**src/rtl/vecseq_pkg.sv**
```systemverilog
package vecseq_pkg;

  typedef enum logic [2:0] {
    S_IDLE   = 3'd0,
    S_SEQCHK = 3'd1,
    S_ENTRY  = 3'd2,
    S_RPTCHK = 3'd3,
    S_FETCH  = 3'd4,
    S_ISSUE  = 3'd5,
    S_WAIT   = 3'd6
  } vs_state_e;

  // A code is legal when it names one of the stored vectors 1..nvec.
  function automatic logic code_legal(input int unsigned code, input int unsigned nvec);
    return (code != 0) && (code <= nvec);
  endfunction

endpackage

```
**src/rtl/vecseq_dec.sv**
```systemverilog
module vecseq_dec #(
  parameter int VNUM_W = 3,
  parameter int NVEC   = 4
) (
  input  logic [VNUM_W-1:0] code_i,
  output logic              legal_o,
  output logic [NVEC-1:0]   onehot_o
);
  import vecseq_pkg::*;

  assign legal_o = code_legal(int'(code_i), NVEC);

  for (genvar k = 0; k < NVEC; k++) begin : g_bit
    assign onehot_o[k] = (code_i == VNUM_W'(k + 1));
  end

endmodule

```
**src/rtl/vecseq_dncnt.sv**
```systemverilog
module vecseq_dncnt #(
  parameter int W = 8
) (
  input  logic         clk,
  input  logic         rst_n,
  input  logic         load_i,
  input  logic [W-1:0] load_val_i,
  input  logic         dec_i,
  output logic [W-1:0] cnt_o,
  output logic         zero_o
);

  function automatic logic [W-1:0] dec_sat(input logic [W-1:0] v);
    return (v == '0) ? v : v - W'(1);
  endfunction

  logic [W-1:0] cnt_q;

  always_ff @(posedge clk or negedge rst_n) begin
    if (!rst_n)      cnt_q <= '0;
    else if (load_i) cnt_q <= load_val_i;
    else if (dec_i)  cnt_q <= dec_sat(cnt_q);
  end

  assign cnt_o  = cnt_q;
  assign zero_o = (cnt_q == '0);

endmodule

```
**src/rtl/vecseq_entry_mem.sv**
```systemverilog
module vecseq_entry_mem #(
  parameter int ENTRIES = 16,
  parameter int VNUM_W  = 3,
  parameter int RPT_W   = 8,
  localparam int PTR_W  = $clog2(ENTRIES)
) (
  input  logic              clk,
  input  logic              rst_n,
  input  logic              we_i,
  input  logic [PTR_W-1:0]  waddr_i,
  input  logic [VNUM_W-1:0] wvnum_i,
  input  logic [RPT_W-1:0]  wrpt_i,
  input  logic [PTR_W-1:0]  raddr_i,
  output logic [VNUM_W-1:0] rvnum_o,
  output logic [RPT_W-1:0]  rrpt_o
);

  logic [VNUM_W-1:0] vnum_q [ENTRIES];
  logic [RPT_W-1:0]  rpt_q  [ENTRIES];

  for (genvar e = 0; e < ENTRIES; e++) begin : g_ent
    always_ff @(posedge clk or negedge rst_n) begin
      if (!rst_n) begin
        vnum_q[e] <= '0;
        rpt_q[e]  <= '0;
      end else if (we_i && (waddr_i == PTR_W'(e))) begin
        vnum_q[e] <= wvnum_i;
        rpt_q[e]  <= wrpt_i;
      end
    end
  end

  assign rvnum_o = vnum_q[raddr_i];
  assign rrpt_o  = rpt_q[raddr_i];

endmodule

```
**src/rtl/vecseq_top.sv**
```systemverilog
module vecseq_top #(
  parameter int ENTRIES = 16,
  parameter int VNUM_W  = 3,
  parameter int RPT_W   = 8,
  parameter int SEQ_W   = 8,
  parameter int NVEC    = 4
) (
  input  logic                       clk,
  input  logic                       rst_n,
  input  logic                       start_i,
  input  logic                       seq_en_i,
  input  logic [VNUM_W-1:0]          vec_sel_i,
  input  logic [SEQ_W-1:0]           seq_rpt_i,
  input  logic [NVEC-1:0]            preload_i,
  input  logic                       ent_we_i,
  input  logic [$clog2(ENTRIES)-1:0] ent_addr_i,
  input  logic [VNUM_W-1:0]          ent_vnum_i,
  input  logic [RPT_W-1:0]           ent_rpt_i,
  output logic                       exec_req_o,
  output logic [VNUM_W-1:0]          exec_vec_o,
  input  logic                       exec_done_i,
  input  logic                       exec_mismatch_i,
  output logic                       seq_busy_o,
  output logic [NVEC-1:0]            vec_busy_o,
  output logic                       cmp_result_o
);
  import vecseq_pkg::*;

  localparam int PTR_W = $clog2(ENTRIES);
  localparam logic [PTR_W-1:0] LAST = PTR_W'(ENTRIES - 1);
  localparam int NDEC = 3;  // list read port, single-run select, current vector

  vs_state_e         state_q, state_d;
  logic [PTR_W-1:0]  ptr_q;
  logic [VNUM_W-1:0] cur_vec_q;
  logic              seq_mode_q;
  logic              seq_busy_q;
  logic [NVEC-1:0]   vec_busy_q;
  logic              cmp_q;

  logic [VNUM_W-1:0] rd_vnum;
  logic [RPT_W-1:0]  rd_rpt;

  // Code decoders, one per code source.
  logic [VNUM_W-1:0] dec_code  [NDEC];
  logic              dec_legal [NDEC];
  logic [NVEC-1:0]   dec_oh    [NDEC];

  assign dec_code[0] = rd_vnum;
  assign dec_code[1] = vec_sel_i;
  assign dec_code[2] = cur_vec_q;

  for (genvar d = 0; d < NDEC; d++) begin : g_dec
    vecseq_dec #(.VNUM_W(VNUM_W), .NVEC(NVEC)) u_dec (
      .code_i  (dec_code[d]),
      .legal_o (dec_legal[d]),
      .onehot_o(dec_oh[d])
    );
  end

  // Named internal events.
  logic in_idle, in_wait;
  logic ev_seq_go, ev_vec_go;
  logic ev_pass_end, ev_seq_finish, ev_abort;
  logic ev_rpt_load, ev_done, ev_rpt_dec;
  logic seq_zero, rpt_zero, pre_ok;
  logic [SEQ_W-1:0] seq_cnt;
  logic [RPT_W-1:0] rpt_cnt;

  assign in_idle = (state_q == S_IDLE);
  assign in_wait = (state_q == S_WAIT);
  assign ev_seq_go = in_idle && start_i && seq_en_i;
  assign ev_vec_go = in_idle && start_i && !seq_en_i && dec_legal[1];
  assign pre_ok    = |(preload_i & dec_oh[2]);

  assign ev_pass_end = ((state_q == S_ENTRY) && !dec_legal[0]) ||
                       ((state_q == S_RPTCHK) && rpt_zero && (ptr_q == LAST));
  assign ev_seq_finish = (state_q == S_SEQCHK) && seq_zero;
  assign ev_abort      = (state_q == S_FETCH) && !pre_ok;
  assign ev_rpt_load   = (state_q == S_ENTRY) && dec_legal[0];
  assign ev_done       = in_wait && exec_done_i;
  assign ev_rpt_dec    = ev_done && seq_mode_q;

  vecseq_entry_mem #(.ENTRIES(ENTRIES), .VNUM_W(VNUM_W), .RPT_W(RPT_W)) u_mem (
    .clk    (clk),
    .rst_n  (rst_n),
    .we_i   (ent_we_i),
    .waddr_i(ent_addr_i),
    .wvnum_i(ent_vnum_i),
    .wrpt_i (ent_rpt_i),
    .raddr_i(ptr_q),
    .rvnum_o(rd_vnum),
    .rrpt_o (rd_rpt)
  );

  vecseq_dncnt #(.W(SEQ_W)) u_seq_cnt (
    .clk       (clk),
    .rst_n     (rst_n),
    .load_i    (ev_seq_go),
    .load_val_i(seq_rpt_i),
    .dec_i     (ev_pass_end),
    .cnt_o     (seq_cnt),
    .zero_o    (seq_zero)
  );

  vecseq_dncnt #(.W(RPT_W)) u_rpt_cnt (
    .clk       (clk),
    .rst_n     (rst_n),
    .load_i    (ev_rpt_load),
    .load_val_i(rd_rpt),
    .dec_i     (ev_rpt_dec),
    .cnt_o     (rpt_cnt),
    .zero_o    (rpt_zero)
  );

  always_comb begin
    state_d = state_q;
    unique case (state_q)
      S_IDLE: begin
        if (ev_seq_go)      state_d = S_SEQCHK;
        else if (ev_vec_go) state_d = S_ISSUE;
      end
      S_SEQCHK: state_d = seq_zero ? S_IDLE : S_ENTRY;
      S_ENTRY:  state_d = dec_legal[0] ? S_RPTCHK : S_SEQCHK;
      S_RPTCHK: begin
        if (!rpt_zero)          state_d = S_FETCH;
        else if (ptr_q == LAST) state_d = S_SEQCHK;
        else                    state_d = S_ENTRY;
      end
      S_FETCH: state_d = pre_ok ? S_ISSUE : S_IDLE;
      S_ISSUE: state_d = S_WAIT;
      S_WAIT: begin
        if (exec_done_i) state_d = seq_mode_q ? S_RPTCHK : S_IDLE;
      end
      default: state_d = S_IDLE;
    endcase
  end

  always_ff @(posedge clk or negedge rst_n) begin
    if (!rst_n) begin
      state_q    <= S_IDLE;
      ptr_q      <= '0;
      cur_vec_q  <= '0;
      seq_mode_q <= 1'b0;
      seq_busy_q <= 1'b0;
      vec_busy_q <= '0;
      cmp_q      <= 1'b0;
    end else begin
      state_q <= state_d;
      if (ev_seq_go) begin
        seq_mode_q <= 1'b1;
        seq_busy_q <= 1'b1;
        cmp_q      <= 1'b0;
      end
      if (ev_vec_go) begin
        seq_mode_q <= 1'b0;
        cur_vec_q  <= vec_sel_i;
        vec_busy_q <= dec_oh[1];
      end
      if ((state_q == S_SEQCHK) && !seq_zero) ptr_q <= '0;
      if (state_q == S_ENTRY) cur_vec_q <= rd_vnum;
      if ((state_q == S_RPTCHK) && rpt_zero && (ptr_q != LAST)) ptr_q <= ptr_q + PTR_W'(1);
      if (ev_seq_finish || ev_abort) seq_busy_q <= 1'b0;
      if (ev_done) begin
        if (exec_mismatch_i) cmp_q <= 1'b1;
        if (!seq_mode_q)     vec_busy_q <= '0;
      end
    end
  end

  assign exec_req_o   = (state_q == S_ISSUE);
  assign exec_vec_o   = cur_vec_q;
  assign seq_busy_o   = seq_busy_q;
  assign vec_busy_o   = vec_busy_q;
  assign cmp_result_o = cmp_q;

endmodule

```
**config.mk**
```make
export PLATFORM = sky130hd
export DESIGN_NAME = vecseq_top
export DESIGN_NICKNAME = d
export VERILOG_FILES = /design/src/rtl/vecseq_pkg.sv /design/src/rtl/vecseq_dec.sv /design/src/rtl/vecseq_dncnt.sv /design/src/rtl/vecseq_entry_mem.sv /design/src/rtl/vecseq_top.sv
export SDC_FILE = /design/constraint.sdc
export NUM_CORES = 1
export LEC_CHECK = 0
export ABC_AREA = 1
export CORE_MARGIN = 2
export CORE_UTILIZATION = 58
export CTS_CLUSTER_DIAMETER = 60
export DETAILED_ROUTE_END_ITERATION = 8
export PLACE_DENSITY_LB_ADDON = 0.15
export SETUP_SLACK_MARGIN = 0.2
export SYNTH_ARGS = -nofsm -noshare
export SYNTH_HDL_FRONTEND = slang
export SYNTH_SLANG_ARGS = --single-unit
```
**constraint.sdc**
```tcl
create_clock -name clk -period 2.5 [get_ports clk]
set_input_delay 0.75 -clock clk [delete_from_list [all_inputs] [get_ports clk]]
set_output_delay 0.75 -clock clk [all_outputs]
set_load 0.02 [all_outputs]
```
==> results of run 1 <==
[sequential cells by signal, indices dropped and copies added, names as in the netlist, 3 cells and up]
| signal | count |
|---|---|
| u_seq_cnt.cnt_o | 8 |
| ptr_q | 4 |
| exec_vec_o | 3 |
| vec_busy_o | 4 |
| u_mem.vnum_q | 48 |
| u_rpt_cnt.cnt_o | 8 |
| u_mem.rpt_q | 128 |
| state_q | 3 |
[cell type report]
type / count / area [um^2]
Clock inverter: 7 / 88.8
Inverter: 101 / 382
Multi-Input combinational cell: 890 / 4130
Timing Repair Buffer: 101 / 983
Clock buffer: 34 / 647
Fill cell: 1450 / 5310
Tap cell: 225 / 282
Sequential cell: 209 / 5230
[stage by stage]
| stage | cells | hold WS (ps) |
|---|---|---|
| 3_5_place_dp | 1524 | 468 |
| 2_1_floorplan | 1276 | 445 |
| 5_1_grt | 1567 | 219 |
| 6_report | 1567 | 199 |
| 4_1_cts | 1567 | 206 |
| 3_3_place_gp | 1524 | 460 |
[what timing repair did]
item | 4_1_cts | 5_1_grt
endpoints found under the setup margin | 7 | 24
setup buffers | 2 | 0
pin swaps | 1 | 0
hold buffers | 0 | 0
resized for setup | 10 | 13
[layout by cell type, fill, tap and decap left out, types with 3 or more instances in the layout]
cell | netlist | layout
nand2_2 | 3 | 3
clkinv_2 | 0 | 4
nand2_1 | 330 | 329
o211ai_1 | 5 | 5
clkdlybuf4s50_1 | 0 | 41
a21oi_1 | 73 | 73
buf_4 | 2 | 45
dfrtp_2 | 0 | 3
dfrtp_1 | 209 | 206
inv_2 | 4 | 4
nor2_1 | 116 | 114
nor3_1 | 12 | 10
ha_1 | 5 | 4
nand3_1 | 52 | 52
clkbuf_16 | 0 | 23
o21ai_0 | 237 | 236
or2_2 | 6 | 6
o22ai_1 | 13 | 13
inv_1 | 97 | 96
nor4_1 | 4 | 4
buf_12 | 0 | 8
mux2i_1 | 5 | 5
xor2_1 | 4 | 4
o21ai_1 | 4 | 4
xnor2_1 | 5 | 5
clkbuf_1 | 63 | 8
clkbuf_8 | 0 | 4
[per-layer routing]
layer / global-route usage / share of wire / up-vias
met5: 0 / 0 / -
met4: 0.0694 / 0.021 / 0
met3: 0.0404 / 0.062 / 42
met2: 0.477 / 0.47 / 294
met1: 0.416 / 0.45 / 4142
li1: - / - / 4256
[cell usage after synthesis]
cell type  number  share of area
or4_1           1        0.00075
o21ai_1         4         0.0020
a41oi_1         1        0.00088
o311ai_0        1        0.00088
o21ai_0       237           0.12
or2_1           1        0.00063
nand3_1        52          0.026
nor3_1         12         0.0060
o21ai_2         1        0.00088
buf_6           1         0.0011
clkbuf_1       63          0.024
a31oi_1         1        0.00063
o211ai_1        5         0.0038
or2_2           6         0.0038
a21oi_1        73          0.037
nor2_4          1         0.0011
nand3_2         1         0.0010
o22ai_1        13         0.0081
ha_1            5         0.0063
a211oi_1        1        0.00075
xor2_1          4         0.0035
dfrtp_1       209           0.52
nor2_1        116          0.044
nand4_1         2         0.0013
buf_4           2         0.0015
inv_1          97          0.036
xnor2_1         5         0.0044
a22oi_1         2         0.0015
nor4_1          4         0.0025
buf_2          10         0.0050
nand2_2         3         0.0019
mux2i_1         5         0.0050
nand2_1       330           0.12
inv_2           4         0.0015
a21o_1          1        0.00075
a22o_1          2         0.0018
[power by group]
part           leakage, nW  switching, mW  internal (mW)
Clock                0.363           1.33           1.99
Sequential            2.60          0.505           4.21
Combinational         2.63           1.69           1.18
[logic make-up (layout without fill, tap and decap cells)]
kind of cell / Yosys count / count (layout)
adders and majority gates: 5 / 5
DFF: 209 / 209
muxes: 5 / 5
and+or+nand+nor: 529 / 529
buffers and inverters: 177 / 243
AOI/OAI and AO/OA: 342 / 342
xor gates and xnor gates: 9 / 9
[worst paths after layout]
| path | endpoint | slack, ps | startpoint | depth (start not counted) |
|---|---|---|---|---|
| max | vec_busy_o[2] | 280 | vec_busy_o[2]$_DFF_PN0_ | 1 |
| min | u_mem.vnum_q[4]$_DFFE_PN0P_ | 200 | rst_n | 1 |
| max reg2reg | u_rpt_cnt.cnt_o[3]$_DFFE_PN0P_ | 320 | ptr_q[0]$_DFFE_PN0P_ | 14 |
| min reg2reg | u_mem.rpt_q[109]$_DFFE_PN0P_ | 480 | u_mem.rpt_q[109]$_DFFE_PN0P_ | 2 |
| max in group asynchronous | ptr_q[2]$_DFFE_PN0P_ | 1640 | rst_n | 2 |
| min in group clk | u_mem.rpt_q[109]$_DFFE_PN0P_ | 480 | u_mem.rpt_q[109]$_DFFE_PN0P_ | 2 |
==> out/metrics.cfg, run 1 <==
[grt]
antenna_found_initial=0
grt_first_pass_wirelength_um=42400
overflow=0
grtUsageTotal=0.291
grt_pass1_vias=8266
grt_max_degree=49

[timing]
period_share=0.886
slew_violations=0
relSlewSlack=0.526
setup_viol=0
hold_viol_final=0
setup_slack_ps=285
grt_setup_unrepaired=yes
setup_tns_ps=0
skew_ps=9.69
final.min_clock_period_ps=2220
tightest_slew_ps=708
fmax_ghz=0.451

[yosys]
muxShareOfSynthArea=0.00500
syn_inst=1276
synth-seq-cells=209
synth-seq-area-share=0.523
ys_types=36
yosys_warnings=0
synth_fa_ha_area_frac=0.00625
syn_avg_cell_area_um2=7.84
syn_area_um2=10000
synth_compound_area_frac=0.177
synth_fp_nets=1318
synth_top_family_by_area=simple AND/OR/NAND/NOR gates
synth-simple-area-share=0.212
synth-xor-area-share=0.00788

[routing]
wl_um=25900
vias=8734
drtPass1Iterations=5
drc=0
avgRoutedWirePerCell_um=16.5
avgViaCountPerCell=5.57
drtAntennaViolNets=0
first_iter_violations=678

[place]
place_congestion=0.852
post-place-ws_ps=61.4
placed_cell_area_um2=10900
portBuffers=46
dp_hpwl_um=16800

[cts]
clk_pin_slew_ps=60
cts.sinks=209
cts_made_buffers=23
clockRootBuffer=clkbuf_16
cts_tree=done
htreeDepth=1
cts_buffer_depth=3
clk_latency_ps=510

[critical_path]
cp-end-kind=primary output
crit_path_max_fanout=2
critPathSlowestCell=clkdlybuf4s50_1
path_class=register to primary output
critPathMaxStageDelay_ps=610
crit_family=buffers and inverters
start_kind=register
critPathBufInv=1
critPathArrivalTime_ps=1470
cp.required_ps=1750
crit_chain=clkdlybuf4s50_1

[power]
ir_drop_v=0.000682
leakagePower_nw=5.59
power.total_mw=10.9
power.density_nw_per_um2=929

[die]
start_util=0.587
core.rowCount=48
die_w_um=135
fp.dieH_um=135
fp.dieArea_um2=18300
core_um2=17100
num_io_pins=47

[cells_and_area]
final_layout_size_suffix_gt1_frac=0.0872
antennaDiodeCount=0
syn_to_final_growth_pct=17.4
final_area_um2=11700
fin_util=0.689
fin_nets=1368

[worst_hold_path]
holdCritPathClass=input pin to async pin

[run_status]
status=finished, final reports clean

[flow_run]
cap_viol_max_count=0

Note: power is estimated with default switching activity, not from simulation.
==> inputs of run 2 (changes only) <==
MAX_ROUTING_LAYER = met4   (was unset)
clock period = 2.1 ns   (was 2.5 ns; I/O delays follow)
==> out/metrics.cfg, run 2 (same netlist as run 1, synthesis figures left out) <==
[run_status]
status=finished with violations
violations=negative setup slack

[timing]
grt_setup_unrepaired=yes
period_share=1.00
fmax_ghz=0.475
whs_ps=13.2  ; -186 ps
slew_violations=0  ; unchanged
relSlewSlack=0.701  ; +0.175
final.min_clock_period_ps=2100
skew_ps=16.5  ; +6.83 ps
setup_slack_ps=-4.96  ; -290 ps
hold_viol_final=0  ; unchanged
setup_viol=1  ; +1
tightest_slew_ps=448  ; -261 ps

[cells_and_area]
regMostFlops=u_mem.rpt_q
final_cell_mix=316 x nand2_1, 230 x o21ai_0, 206 x dfrtp_1
antennaDiodeCount=0  ; unchanged
syn_to_final_growth_pct=27.1
final_common_cell=nand2_1
final_layout_size_suffix_gt1_frac=0.158  ; +0.0708
fin_nets=1424  ; +4.1%
reg_top3=u_mem.rpt_q: 128 flops, u_mem.vnum_q: 48 flops
largest_reg_flops=128  ; unchanged

[grt]
grt-busiest-layer=met2
grt.met1_usage=0.438  ; +0.0218
grtUsageTotal=0.319  ; +0.0282
antenna_found_initial=0  ; unchanged
grt_first_pass_wirelength_um=45100  ; +6.2%
grtUsageMet2=0.502  ; +0.0257
grt_pass1_vias=8966  ; +8.5%
grt_use_met3=0.0385  ; -0.00187
overflow=0  ; unchanged
grt_max_degree=48  ; -2.0%

[cts]
clockRootBuffer=clkbuf_16
cts.sinks=209  ; unchanged
postCtsHoldBufs=0  ; unchanged
clk_latency_ps=510  ; about the same
cts_made_buffers=23  ; unchanged
cts_buffer_depth=3  ; unchanged
cts_tree=done
htreeDepth=1  ; unchanged
clk_pin_slew_ps=60  ; about the same

[flow_run]
cap_viol_max_count=0  ; unchanged

[routing]
drtAntennaViolNets=0  ; unchanged
wl_um=27600  ; +6.9%
avgRoutedWirePerCell_um=17.0  ; +3.2%
avgViaCountPerCell=5.68  ; +2.0%
drtPass1Iterations=7  ; +2
vias=9229  ; +5.7%
first_iter_violations=856  ; +26%
drc=0  ; unchanged

[power]
leakagePower_nw=6.06  ; +8.3%
p_sw_frac=0.326  ; +0.00291
ir_drop_v=0.000739  ; +8.3%
power.density_nw_per_um2=1100  ; +19%
combPwrFrac=0.300  ; +0.037
clock_power_share=0.303  ; -0.002
p_int_mw=9.47  ; +28%
p_sw_mw=4.59  ; +30%
p_seq_frac=0.397  ; -0.035

[critical_path]
critPathLaunch=ptr_q[0]$_DFFE_PN0P_
start_kind=register
crit_path_max_fanout=6  ; +4
path_class=register to register
cp.required_ps=2510  ; +760 ps
r2r-start=ptr_q[0]$_DFFE_PN0P_
cp-end-kind=register
critPathArrivalTime_ps=2510  ; +1040 ps

[place]
post-place-ws_ps=-257  ; -318 ps
dp_hpwl_um=17500  ; +4.2%
portBuffers=46  ; unchanged
place_congestion=0.895  ; +4.9%

[worst_hold_path]
holdCritPathClass=input pin to async pin

[die]
start_util=0.587  ; unchanged
fp.dieArea_um2=18300  ; unchanged
core_um2=17100  ; unchanged
core.rowCount=48  ; unchanged
fp.dieH_um=135  ; unchanged
die_w_um=135  ; unchanged
num_io_pins=47  ; unchanged

## run 2: changes by cell type in the layout (fill, tap and decap cells not counted), sizes merged
| cell | before | now |
|---|---|---|
| dlygate4sd2 | 1 | 8 |
| bufbuf | 0 | 1 |
| clkbuf | 35 | 34 |
| bufinv | 2 | 4 |
| clkdlybuf4s50 | 41 | 35 |
| buf | 56 | 111 |
| clkinv | 4 | 6 |
| dlymetal6s2s | 2 | 0 |
| inv | 102 | 101 |
## run 2: final timing paths
check	end	slack, ps	cells past startpoint
min in group clk	u_mem.rpt_q[105]$_DFFE_PN0P_	480	2
hold / removal	u_mem.vnum_q[6]$_DFFE_PN0P_	10	1
setup reg to reg	u_rpt_cnt.cnt_o[4]$_DFFE_PN0P_	-5	17
setup / recovery	u_rpt_cnt.cnt_o[4]$_DFFE_PN0P_	-5	17
max in group asynchronous	ptr_q[1]$_DFFE_PN0P_	1430	2
hold reg to reg	u_mem.rpt_q[105]$_DFFE_PN0P_	480	2
## run 2: power groups by stage
stage	Clock (mW)	Sequential, mW	Combinational (mW)
CTS	4.28	5.55	4.08
detailed placement	0	5.59	3.70
global route	4.45	5.69	4.74
global placement	0	5.57	3.59
floorplan	0	5.58	2.31
finish	4.26	5.59	4.21
## run 2: per-layer routing
metal,up-vias,part of all wire
li1,4382,-
met1,4411,0.42
met2,371,0.48
met3,65,0.070
met4,0,0.033
met5,-,0
## run 2: stage by stage
stage	total power, mW	instance area, um^2	TNS (ps)	instances	util
finish	14.1	12700	-4.96	1624	0.746
global route	14.9	12700	-1470	1624	0.746
CTS	13.9	12600	0	1622	0.741
detailed placement	9.29	11400	-2760	1566	0.668
global placement	9.16	11400	-1720	1566	0.668
floorplan	7.89	10000	0	1276	-
## run 2: final cells by class
class | count | area, um^2
multi-input combinational | 890 | 4340
tap | 225 | 282
clock inverter | 10 | 154
inverter | 101 | 413
sequential | 209 | 5230
clock buffer | 32 | 639
timing repair buffer | 157 | 1670
fill | 1269 | 4330
## run 2: timing repair
item / 4_1_cts / 5_1_grt
gates cloned: 3 / 0
resized for setup: 93 / 28
endpoints found under the setup margin: 32 / 31
setup buffers: 11 / 2
pin swaps: 18 / 19
## run 2: worst max-delay path, cell delays in order (launching register included)
cell and delay [ps]:
dfrtp_2 460, buf_6 160, buf_4 140, nor2_4 70, nor2_1 40, o21ai_1 80
nand3_1 80, nand2_1 80, nand2_2 70, nor2_1 110, nand2_1 100, nand2_2 140
nand2_4 110, buf_12 180, clkinv_8 40, nand2_1 40, nand3_1 60, nand2_1 50
==> inputs of run 3 (changes only) <==
CORE_MARGIN = unset   (was 2)
==> out/metrics.cfg, run 3 (same netlist as run 1, synthesis figures left out) <==
[critical_path]
path_class=register to register
critPathBufInv=3  ; -1
critPathLaunch=ptr_q[0]$_DFFE_PN0P_
cp-end-kind=register
critPathArrivalTime_ps=2570  ; +60 ps
critPathMaxStageDelay_ps=490  ; +30 ps
critPathSlowestCell=dfrtp_2
start_kind=register
crit_family=simple AND/OR/NAND/NOR gates
cp.required_ps=2510  ; about the same
cpMostUsedCell=nand2_2
r2r-start=ptr_q[0]$_DFFE_PN0P_
crit_chain=buf_12, buf_16, nor2_4, nor2_1, o21ai_1, nand3_1, nand2_1, nand2_2, nor2_4, nand2_2, nand2_4, nand2_8, nand2_8, inv_8, nand2_2, nand2_1
crit_path_max_fanout=7  ; +1

[cells_and_area]
final_cell_mix=298 x nand2_1, 224 x o21ai_0, 206 x dfrtp_1
largest_reg_flops=128  ; unchanged
antennaDiodeCount=0  ; unchanged
reg_top3=u_mem.rpt_q: 128 flops, u_mem.vnum_q: 48 flops
final_common_cell=nand2_1
regMostFlops=u_mem.rpt_q
syn_to_final_growth_pct=27.3
final_layout_size_suffix_gt1_frac=0.174  ; +0.0163
fin_nets=1417  ; -0.49%

[timing]
skew_ps=10.9  ; -5.61 ps
setup_viol=15  ; +14
setup_slack_ps=-67.6  ; -62.6 ps
relSlewSlack=0.670  ; -0.0316
hold_viol_final=0  ; unchanged
tightest_slew_ps=491  ; +43.4 ps
grt_setup_unrepaired=yes
slew_violations=0  ; unchanged
setup_tns_ps=-383  ; -378 ps
period_share=1.03  ; +0.0298
final.min_clock_period_ps=2170  ; +62.6 ps
fmax_ghz=0.461  ; -2.9%

[cts]
clk_pin_slew_ps=70  ; about the same
htreeDepth=1  ; unchanged
cts_tree=done
clockRootBuffer=clkbuf_16
cts_buffer_depth=3  ; unchanged
cts.sinks=209  ; unchanged
clk_latency_ps=520  ; about the same
postCtsHoldBufs=0  ; unchanged
cts_made_buffers=23  ; unchanged

[grt]
grt.met1_usage=0.438  ; about the same
grtUsageMet2=0.528  ; +0.0258
grt_first_pass_wirelength_um=44800  ; -0.54%
grt_max_degree=47  ; -2.1%
overflow=0  ; unchanged
grtUsageTotal=0.329  ; +0.00919
grt-busiest-layer=met2
grt_use_met3=0.0304  ; -0.00809
grt_pass1_vias=8974  ; +0.089%
antenna_found_initial=0  ; unchanged

[die]
num_io_pins=47  ; unchanged
fp.dieH_um=133  ; -1.5%
core_um2=16700  ; -2.1%
core.rowCount=47  ; -2.1%
start_util=0.599  ; +0.0125
fp.dieArea_um2=17800  ; -2.9%
die_w_um=133  ; -1.5%

[routing]
avgViaCountPerCell=5.76  ; +1.4%
avgRoutedWirePerCell_um=17.6  ; +3.6%
drtAntennaViolNets=0  ; unchanged
first_iter_violations=860  ; +0.47%
wl_um=28400  ; +2.7%
drc=0  ; unchanged
drtPass1Iterations=6  ; -1
vias=9271  ; +0.46%

[place]
place_congestion=0.925  ; +3.4%
dp_hpwl_um=17100  ; -2.4%
portBuffers=46  ; unchanged

[power]
leakagePower_nw=5.97  ; -1.4%
power.density_nw_per_um2=1100  ; -0.60%
ir_drop_v=0.000761  ; +3.0%
power.total_mw=14.0  ; -0.49%

[run_status]
status=finished with violations
violations=negative setup slack

[flow_run]
cap_viol_max_count=0  ; unchanged

[worst_hold_path]
holdCritPathClass=input pin to async pin

-- run 3: cell types whose count changed in the layout (fill, tap and decap cells not counted), moves of 6 or more --
cell,delta
buf_4,-13
nand2_1,-18
nand2_2,+12
o21ai_0,-6
o21ai_1,+6
-- run 3: power breakdown --
part	switching (mW)	leakage (nW)	internal, mW
sequential	0.625	2.60	5.01
combinational	2.55	3.03	1.93
clock	1.62	0.348	2.25
-- run 3: layout make-up --
class                   count  area, um^2
flip-flops and latches    209        5230
multi-input cells         891        4480
fillers                  1177        3960
repair buffers            149        1630
clock buffers              35         691
inverters                 101         399
well taps                 220         275
clock inverters             4        28.8
-- run 3: worst paths after layout --
| kind | slack, ps | cells after the start | to |
|---|---|---|---|
| setup / recovery | -70 | 16 | u_rpt_cnt.cnt_o[2]$_DFFE_PN0P_ |
| hold / removal | 70 | 1 | u_mem.vnum_q[10]$_DFFE_PN0P_ |
| max in group asynchronous | 1410 | 2 | u_mem.rpt_q[91]$_DFFE_PN0P_ |
| min in group clk | 480 | 2 | u_mem.rpt_q[117]$_DFFE_PN0P_ |
| setup reg to reg | -70 | 16 | u_rpt_cnt.cnt_o[2]$_DFFE_PN0P_ |
| hold reg to reg | 480 | 2 | u_mem.rpt_q[117]$_DFFE_PN0P_ |
-- run 3: routing by layer --
metal	up-vias	share of wire
met5	-	0
met4	0	0.030
met3	74	0.061
met2	375	0.49
met1	4459	0.42
li1	4363	-
-- run 3: through the flow --
stage	instance area [um^2]	hold WS [ps]	instances	util	setup slack, ps
finish	12700	69.0	1609	0.763	-67.6
CTS	12400	78.2	1604	0.743	30.4
detailed placement	11300	468	1555	0.679	-257
global route	12700	98.6	1609	0.763	-174
global placement	11300	460	1555	0.679	-171
floorplan	10000	334	1276	-	204
-- run 3: timing repair --
| item | 4_1_cts | 5_1_grt |
|---|---|---|
| setup endpoints to repair | 31 | 30 |
| cloned | 4 | 1 |
| pin swaps | 33 | 37 |
| resized for setup | 79 | 90 |
| buffers inserted | 6 | 4 |
